File: config.mk
export PLATFORM = sky130hd
export DESIGN_NAME = cfg_tuner
export DESIGN_NICKNAME = d
export VERILOG_FILES = /design/src/rtl/cfg_tuner_pkg.sv /design/src/rtl/cfg_step.sv /design/src/rtl/best_track.sv /design/src/rtl/exec_budget.sv /design/src/rtl/cfg_tuner.sv
export SDC_FILE = /design/constraint.sdc
export NUM_CORES = 1
export LEC_CHECK = 0
export ABC_AREA = 1
export ABC_CLOCK_PERIOD_IN_PS = 2950
export BUFFER_PORTS_ARGS = -buffer_cell sky130_fd_sc_hd__buf_2
export CORE_AREA = 10 10 116 118
export DETAILED_ROUTE_END_ITERATION = 12
export DIE_AREA = 0 0 126 128
export GPL_ROUTABILITY_DRIVEN = 0
export RECOVER_POWER = 25
export SETUP_SLACK_MARGIN = 0.3
export SLEW_MARGIN = 15
export SYNTH_ARGS = -nofsm -noshare
export SYNTH_HDL_FRONTEND = slang
export SYNTH_SLANG_ARGS = --single-unit
File: constraint.sdc
create_clock -name clk -period 2.95 [get_ports clk]
set_input_delay 0.59 -clock clk [delete_from_list [all_inputs] [get_ports clk]]
set_output_delay 0.59 -clock clk [all_outputs]
set_load 0.01 [all_outputs]
File: src/rtl/cfg_tuner_pkg.sv
package cfg_tuner_pkg;
  typedef logic [1:0] idx_t;

  typedef struct packed {
    idx_t size;
    idx_t ways;
    idx_t line;
  } cache_cfg_t;

  typedef enum logic [1:0] {
    STG_SIZE = 2'd0,
    STG_WAYS = 2'd1,
    STG_LINE = 2'd2
  } stage_t;

  typedef enum logic [1:0] {
    ST_IDLE   = 2'd0,
    ST_SEARCH = 2'd1,
    ST_DONE   = 2'd2
  } fsm_t;

  localparam int   NUM_STG = 3;
  localparam idx_t IDX_TOP = 2'd2;
endpackage

File: src/rtl/cfg_step.sv
module cfg_step
  import cfg_tuner_pkg::*;
(
  input  cache_cfg_t base,
  input  stage_t     stage,
  output cache_cfg_t next,
  output logic       ok
);
  always_comb begin
    next = base;
    ok   = 1'b0;
    case (stage)
      STG_SIZE: begin
        ok        = (base.size < IDX_TOP);
        next.size = base.size + 2'd1;
      end
      STG_WAYS: begin
        ok        = (base.ways < base.size);
        next.ways = base.ways + 2'd1;
      end
      STG_LINE: begin
        ok        = (base.line < IDX_TOP);
        next.line = base.line + 2'd1;
      end
      default: ok = 1'b0;
    endcase
  end
endmodule

File: src/rtl/best_track.sv
module best_track
  import cfg_tuner_pkg::*;
#(
  parameter int EDP_W = 16
) (
  input  logic             clk,
  input  logic             rst_n,
  input  logic             clr,
  input  cache_cfg_t       clr_cfg,
  input  logic             ld,
  input  logic [EDP_W-1:0] edp,
  input  cache_cfg_t       cfg,
  output logic [EDP_W-1:0] best_edp,
  output cache_cfg_t       best_cfg
);
  logic             en;
  logic [EDP_W-1:0] edp_n;
  cache_cfg_t       cfg_n;

  always_comb begin
    en    = clr | ld;
    edp_n = clr ? {EDP_W{1'b1}} : edp;
    cfg_n = clr ? clr_cfg : cfg;
  end

  always_ff @(posedge clk or negedge rst_n) begin
    if (!rst_n) begin
      best_edp <= '0;
      best_cfg <= '0;
    end else if (en) begin
      best_edp <= edp_n;
      best_cfg <= cfg_n;
    end
  end
endmodule

File: src/rtl/exec_budget.sv
module exec_budget #(
  parameter int BUDGET = 3
) (
  input  logic clk,
  input  logic rst_n,
  input  logic clr,
  input  logic inc,
  output logic hit
);
  localparam int CNT_W = (BUDGET < 2) ? 1 : $clog2(BUDGET + 1);
  localparam logic [CNT_W-1:0] LAST = CNT_W'(BUDGET - 1);

  logic [CNT_W-1:0] cnt;
  logic [CNT_W-1:0] cnt_n;
  logic             en;

  always_comb begin
    hit   = inc && (cnt == LAST);
    en    = clr | inc;
    cnt_n = clr ? '0 : cnt + 1'b1;
  end

  always_ff @(posedge clk or negedge rst_n) begin
    if (!rst_n)  cnt <= '0;
    else if (en) cnt <= cnt_n;
  end
endmodule

File: src/rtl/cfg_tuner.sv
module cfg_tuner
  import cfg_tuner_pkg::*;
#(
  parameter int EDP_W  = 16,
  parameter int BUDGET = 3
) (
  input  logic             clk,
  input  logic             rst_n,
  input  logic             start,
  input  logic [1:0]       init_size,
  input  logic [1:0]       init_ways,
  input  logic [1:0]       init_line,
  input  logic             edp_valid,
  input  logic [EDP_W-1:0] edp_data,
  output logic             edp_ready,
  input  logic             phase_end,
  output logic [1:0]       cfg_size,
  output logic [1:0]       cfg_ways,
  output logic [1:0]       cfg_line,
  output logic             done,
  output logic [EDP_W-1:0] best_edp
);
  function automatic cache_cfg_t clamp_cfg(cache_cfg_t c);
    cache_cfg_t r;
    r = c;
    if (r.size > IDX_TOP) r.size = IDX_TOP;
    if (r.ways > IDX_TOP) r.ways = IDX_TOP;
    if (r.line > IDX_TOP) r.line = IDX_TOP;
    if (r.ways > r.size)  r.ways = r.size;
    return r;
  endfunction

  fsm_t             state, state_n;
  cache_cfg_t       cur_cfg, cur_n;
  stage_t           stage, stage_n;
  logic             first, first_n;
  logic [EDP_W-1:0] prev_edp, prev_n;
  logic             reg_en;

  cache_cfg_t       start_cfg;
  cache_cfg_t       best_cfg;
  cache_cfg_t       bcfg_n;
  logic [EDP_W-1:0] bedp_n;
  logic             acc, better, rose, keep_going;
  logic             budget_inc, budget_hit;

  cache_cfg_t       cur_step;
  logic             cur_ok;
  cache_cfg_t       alt_nx [NUM_STG];
  logic [NUM_STG-1:0] alt_ok;
  logic [1:0]       ns0;
  logic             alt_found;
  cache_cfg_t       alt_cfg;
  stage_t           alt_stage;

  assign start_cfg = clamp_cfg('{size: init_size, ways: init_ways, line: init_line});

  always_comb begin
    acc        = (state == ST_SEARCH) && edp_valid && !start;
    better     = first || (edp_data < best_edp);
    rose       = !first && (edp_data > prev_edp);
    bcfg_n     = better ? cur_cfg  : best_cfg;
    bedp_n     = better ? edp_data : best_edp;
    keep_going = !first && !rose && cur_ok;
    budget_inc = (state == ST_SEARCH) && phase_end && !start;
    ns0        = first ? 2'd0 : (2'(stage) + 2'd1);
  end

  // stepping the parameter under trial
  cfg_step u_cur_step (
    .base  (cur_cfg),
    .stage (stage),
    .next  (cur_step),
    .ok    (cur_ok)
  );

  // candidate first steps for each later parameter, from the best configuration
  for (genvar g = 0; g < NUM_STG; g++) begin : g_alt
    cfg_step u_alt_step (
      .base  (bcfg_n),
      .stage (stage_t'(g)),
      .next  (alt_nx[g]),
      .ok    (alt_ok[g])
    );
  end

  always_comb begin
    alt_found = 1'b0;
    alt_cfg   = bcfg_n;
    alt_stage = STG_SIZE;
    for (int g = NUM_STG - 1; g >= 0; g--) begin
      if (alt_ok[g] && (2'(g) >= ns0)) begin
        alt_found = 1'b1;
        alt_cfg   = alt_nx[g];
        alt_stage = stage_t'(g);
      end
    end
  end

  best_track #(.EDP_W(EDP_W)) u_best (
    .clk      (clk),
    .rst_n    (rst_n),
    .clr      (start),
    .clr_cfg  (start_cfg),
    .ld       (acc && better),
    .edp      (edp_data),
    .cfg      (cur_cfg),
    .best_edp (best_edp),
    .best_cfg (best_cfg)
  );

  exec_budget #(.BUDGET(BUDGET)) u_budget (
    .clk   (clk),
    .rst_n (rst_n),
    .clr   (start),
    .inc   (budget_inc),
    .hit   (budget_hit)
  );

  // next-state logic
  always_comb begin
    state_n = state;
    cur_n   = cur_cfg;
    stage_n = stage;
    first_n = first;
    prev_n  = prev_edp;
    reg_en  = start || (state == ST_SEARCH);
    if (start) begin
      state_n = ST_SEARCH;
      cur_n   = start_cfg;
      stage_n = STG_SIZE;
      first_n = 1'b1;
      prev_n  = '0;
    end else if (state == ST_SEARCH) begin
      if (acc) begin
        first_n = 1'b0;
        if (keep_going) begin
          cur_n  = cur_step;
          prev_n = edp_data;
        end else if (alt_found) begin
          cur_n   = alt_cfg;
          stage_n = alt_stage;
          prev_n  = bedp_n;
        end else begin
          state_n = ST_DONE;
        end
      end
      if (budget_hit) state_n = ST_DONE;
    end
  end

  // state registers
  always_ff @(posedge clk or negedge rst_n) begin
    if (!rst_n) begin
      state    <= ST_IDLE;
      cur_cfg  <= '0;
      stage    <= STG_SIZE;
      first    <= 1'b0;
      prev_edp <= '0;
    end else if (reg_en) begin
      state    <= state_n;
      cur_cfg  <= cur_n;
      stage    <= stage_n;
      first    <= first_n;
      prev_edp <= prev_n;
    end
  end

  cache_cfg_t out_cfg;
  always_comb begin
    out_cfg   = (state == ST_DONE) ? best_cfg : cur_cfg;
    edp_ready = (state == ST_SEARCH);
    done      = (state == ST_DONE);
    cfg_size  = out_cfg.size;
    cfg_ways  = out_cfg.ways;
    cfg_line  = out_cfg.line;
  end
endmodule

==> flow_summary.ini <==
[clocking]
hold_buffers = 0
h-tree-depth = 2
root_buffer = clkbuf_16
clock_path_buffers = 2
cts_buffers = 5
clock_sinks = 51
clk_pin_slew_ps = 70
insertion_delay_ps = 290
cts_tree = built

[sta]
finalSetupViolations = 0
slew_headroom_pct = 11.4
worstMarginPinSlew_ps = 1330
max_clock_freq_mhz = 384
report.final.slew_viol_count = 0
rsz0062_at_grt = yes
skew_ps = 5.46
fin_crit_sh_pct = 88.2
timing.final.hold_violations = 0
min_period_ps = 2600
fin_ws_ps = 347

[route]
drt_iter0_drc = 136
drc = 0
vias = 3483
m1WireLength_um = 4710
drt-total-wl_um = 10100
met3_length_um = 335
highest_layer = met5
routedWlPerCell_um = 14.2
final_antenna_net_count = 0
first_pass_iters = 4
dr_wl_met2_um = 4960
viasPerCell = 4.91

[critical_path]
path_class = input pin to flip-flop
endpoint_kind = flip-flop
crit_arrival_ps = 2790
critPathLaunchType = input pin
slowest_delay_ps = 290
endpoint = prev_edp[2]
cp_top_family = simple AND/OR/NAND/NOR gates
path_depth = 18
crit_start = edp_data[12]
reg2reg_from = u_best.best_edp[15]
rr_worst_depth = 18
reg2reg_to = prev_edp[2]
worstPathRequired_ps = 3130
slowest_stage = ha_4
rrSetupSlack_ps = 350
cpMostUsedCell = nand2_4
crit_chain = buf_2 > ha_4 > nand4_1 > nor3_2 > nand2_1 > nand2_2 > nand2_4 > nand2_4 > o21ai_4 > ha_4 > nand2_4 > nand2_4 > nand4_4 > nand2_4 > inv_4 > buf_12 > nand2_2 > o21ai_2
cp_max_fo = 12
cp_num_buf_inv = 3

[cells_and_area]
synthToLayoutAreaGrowth_pct = 27.0
fillCellCount = 1143
final_cell_mix = nand2_1, o21ai_0, inv_1
final_common_cell = nand2_1
multi_input_area_sq_um = 2360
final_nets = 634
drive_above_1_share_pct = 31.0
fin_cells = 710
seqCellArea_sq_um = 1280
antenna_cells = 0

[global_route]
grt-ovfl-total = 0
track_usage_pct = 12.2
antenna_found_initial = 1
grt_pass1_wl_um = 16700
grt_pass1_vias = 3462
grt_max_degree = 52

[synth]
synthFlopType = dfrtp_1
seq_area_frac_synth_pct = 33.4
ys_warn_count = 0
synth_area_sq_um = 3820
syn_inst = 498
ys_seq_elements = 51
yosys.cell_types.count = 36
synth-async-reset-ratio_pct = 100
synth_edf_count = 0
synthesis.nets = 566
syn_avg_cell_area_sq_um = 7.67

[floorplan]
die_w_um = 126
core_sq_um = 11200
die_h_um = 128
rows = 39
ioPinCount = 51
start_util_pct = 34.0
die_area_sq_um = 16100

[power_and_ir_drop]
power_density_nw_per_um2 = 731
peakVddDrop_uv = 277
leakage_nw = 2.35

[placed_design]
placed_cells = 694
place_ws_ps = -94.8
hpwl_um = 7470
port_buffers = 50

[run_status]
status = finished clean

[run]
maxCapViolCount = 0

[hold_path]
min_path_type = flip-flop to flip-flop
## routing by layer
| layer | GRT usage [%] | up-vias |
|---|---|---|
| met3 | 2.36 | 9 |
| met4 | 3.01 | 2 |
| li1 | - | 1777 |
| met5 | 0 | - |
| met2 | 21.3 | 55 |
| met1 | 15.1 | 1640 |
## registers in the layout, summed over array words and instances, names as in the netlist
name	count
stage	2
u_budget.cnt	2
u_best.best_edp	16
state	2
prev_edp	16
cur_cfg	6
first	1
u_best.best_cfg	6
## area by class of cell
class | count | area share (%)
inverter | 78 | 6.09
clock buffer | 6 | 2.66
sequential | 51 | 26.3
multi-input combinational | 349 | 48.7
clock inverter | 2 | 1.24
tap | 143 | 3.69
timing repair buffer | 81 | 11.3
## how the worst min path moves through the flow
stage | from | to | slack, ps | cells after the start
after CTS | rst_n | prev_edp[3] | 460 | 2
final | prev_edp[0] | prev_edp[0] | 520 | 2
after global routing | prev_edp[10] | prev_edp[10] | 550 | 2
after global placement | prev_edp[0] | prev_edp[0] | 480 | 2
after floorplan | rst_n | cur_cfg[0] | 290 | 0
after detailed placement | prev_edp[0] | prev_edp[0] | 490 | 2
## timing repair
item                                    CTS  global route
endpoints found under the setup margin   24            27
setup buffers                             0             7
pin swaps                                 3            11
gates cloned                              0             1
resized for setup                         5            34
## logic make-up after synthesis
group / after synthesis / share of synthesized area [%]
AOI/OAI and AO/OA: 144 / 21.8
buffers and inverters: 98 / 10.7
adders and majority gates: 41 / 13.4
and+or+nand+nor: 161 / 19.9
DFF: 51 / 33.4
xor gates and xnor gates: 3 / 0.688
## power by group
part,internal (W),switching (W)
registers,0.000874,0.000138
logic,0.000735,0.00106
clock network,0.000487,0.000257
total,0.00210,0.00145
## worst register-to-register path, stage by stage (launching register included)
cell and delay, ps:
dfrtp_1 360, inv_2 60, ha_4 270, nand4_1 170, nor3_2 180, nand2_1 90
nand2_2 100, nand2_4 110, nand2_4 100, o21ai_4 60, ha_4 290, nand2_4 60
nand2_4 80, nand4_4 90, nand2_4 130, inv_4 70, buf_12 150, nand2_2 60
o21ai_2 40
## stage by stage
step / setup TNS, ps / utilization [%] / total power [W] / hold slack, ps / instance area [sq um]
finish: 0 / 43.2 / 0.00355 / 518 / 4850
global route: 0 / 43.2 / 0.00385 / 550 / 4850
CTS: 0 / 41.7 / 0.00348 / 463 / 4680
detailed placement: -627 / 39.9 / 0.00269 / 488 / 4470
global placement: -143 / 39.9 / 0.00266 / 478 / 4470
floorplan: 0 / - / 0.00220 / 294 / 3960
## synthesized netlist by cell type, types with 2 or more instances
cell      number  area [sq um]
o21bai_1       3          22.5
nor2_2         3          18.8
o21ai_2       16           140
buf_6          2          22.5
o21ai_1        4          20.0
buf_8          2          30.0
dfrtp_1       51          1280
xnor2_1        3          26.3
nor3_1         4          20.0
o22ai_1        3          18.8
nor2_1        26          97.6
a21oi_1       32           160
clkbuf_1      14          52.6
nand2_1       80           300
inv_2          4          15.0
inv_1         73           274
ha_1          41           513
buf_2          2          10.0
nand2_4        3          33.8
o21ai_0       72           360
nand2_2       18           113
nand3_1       17          85.1
o31ai_1        2          15.0
a31oi_1        5          31.3
nand4_1        7          43.8
Note: power is estimated with default switching activity, not from simulation.
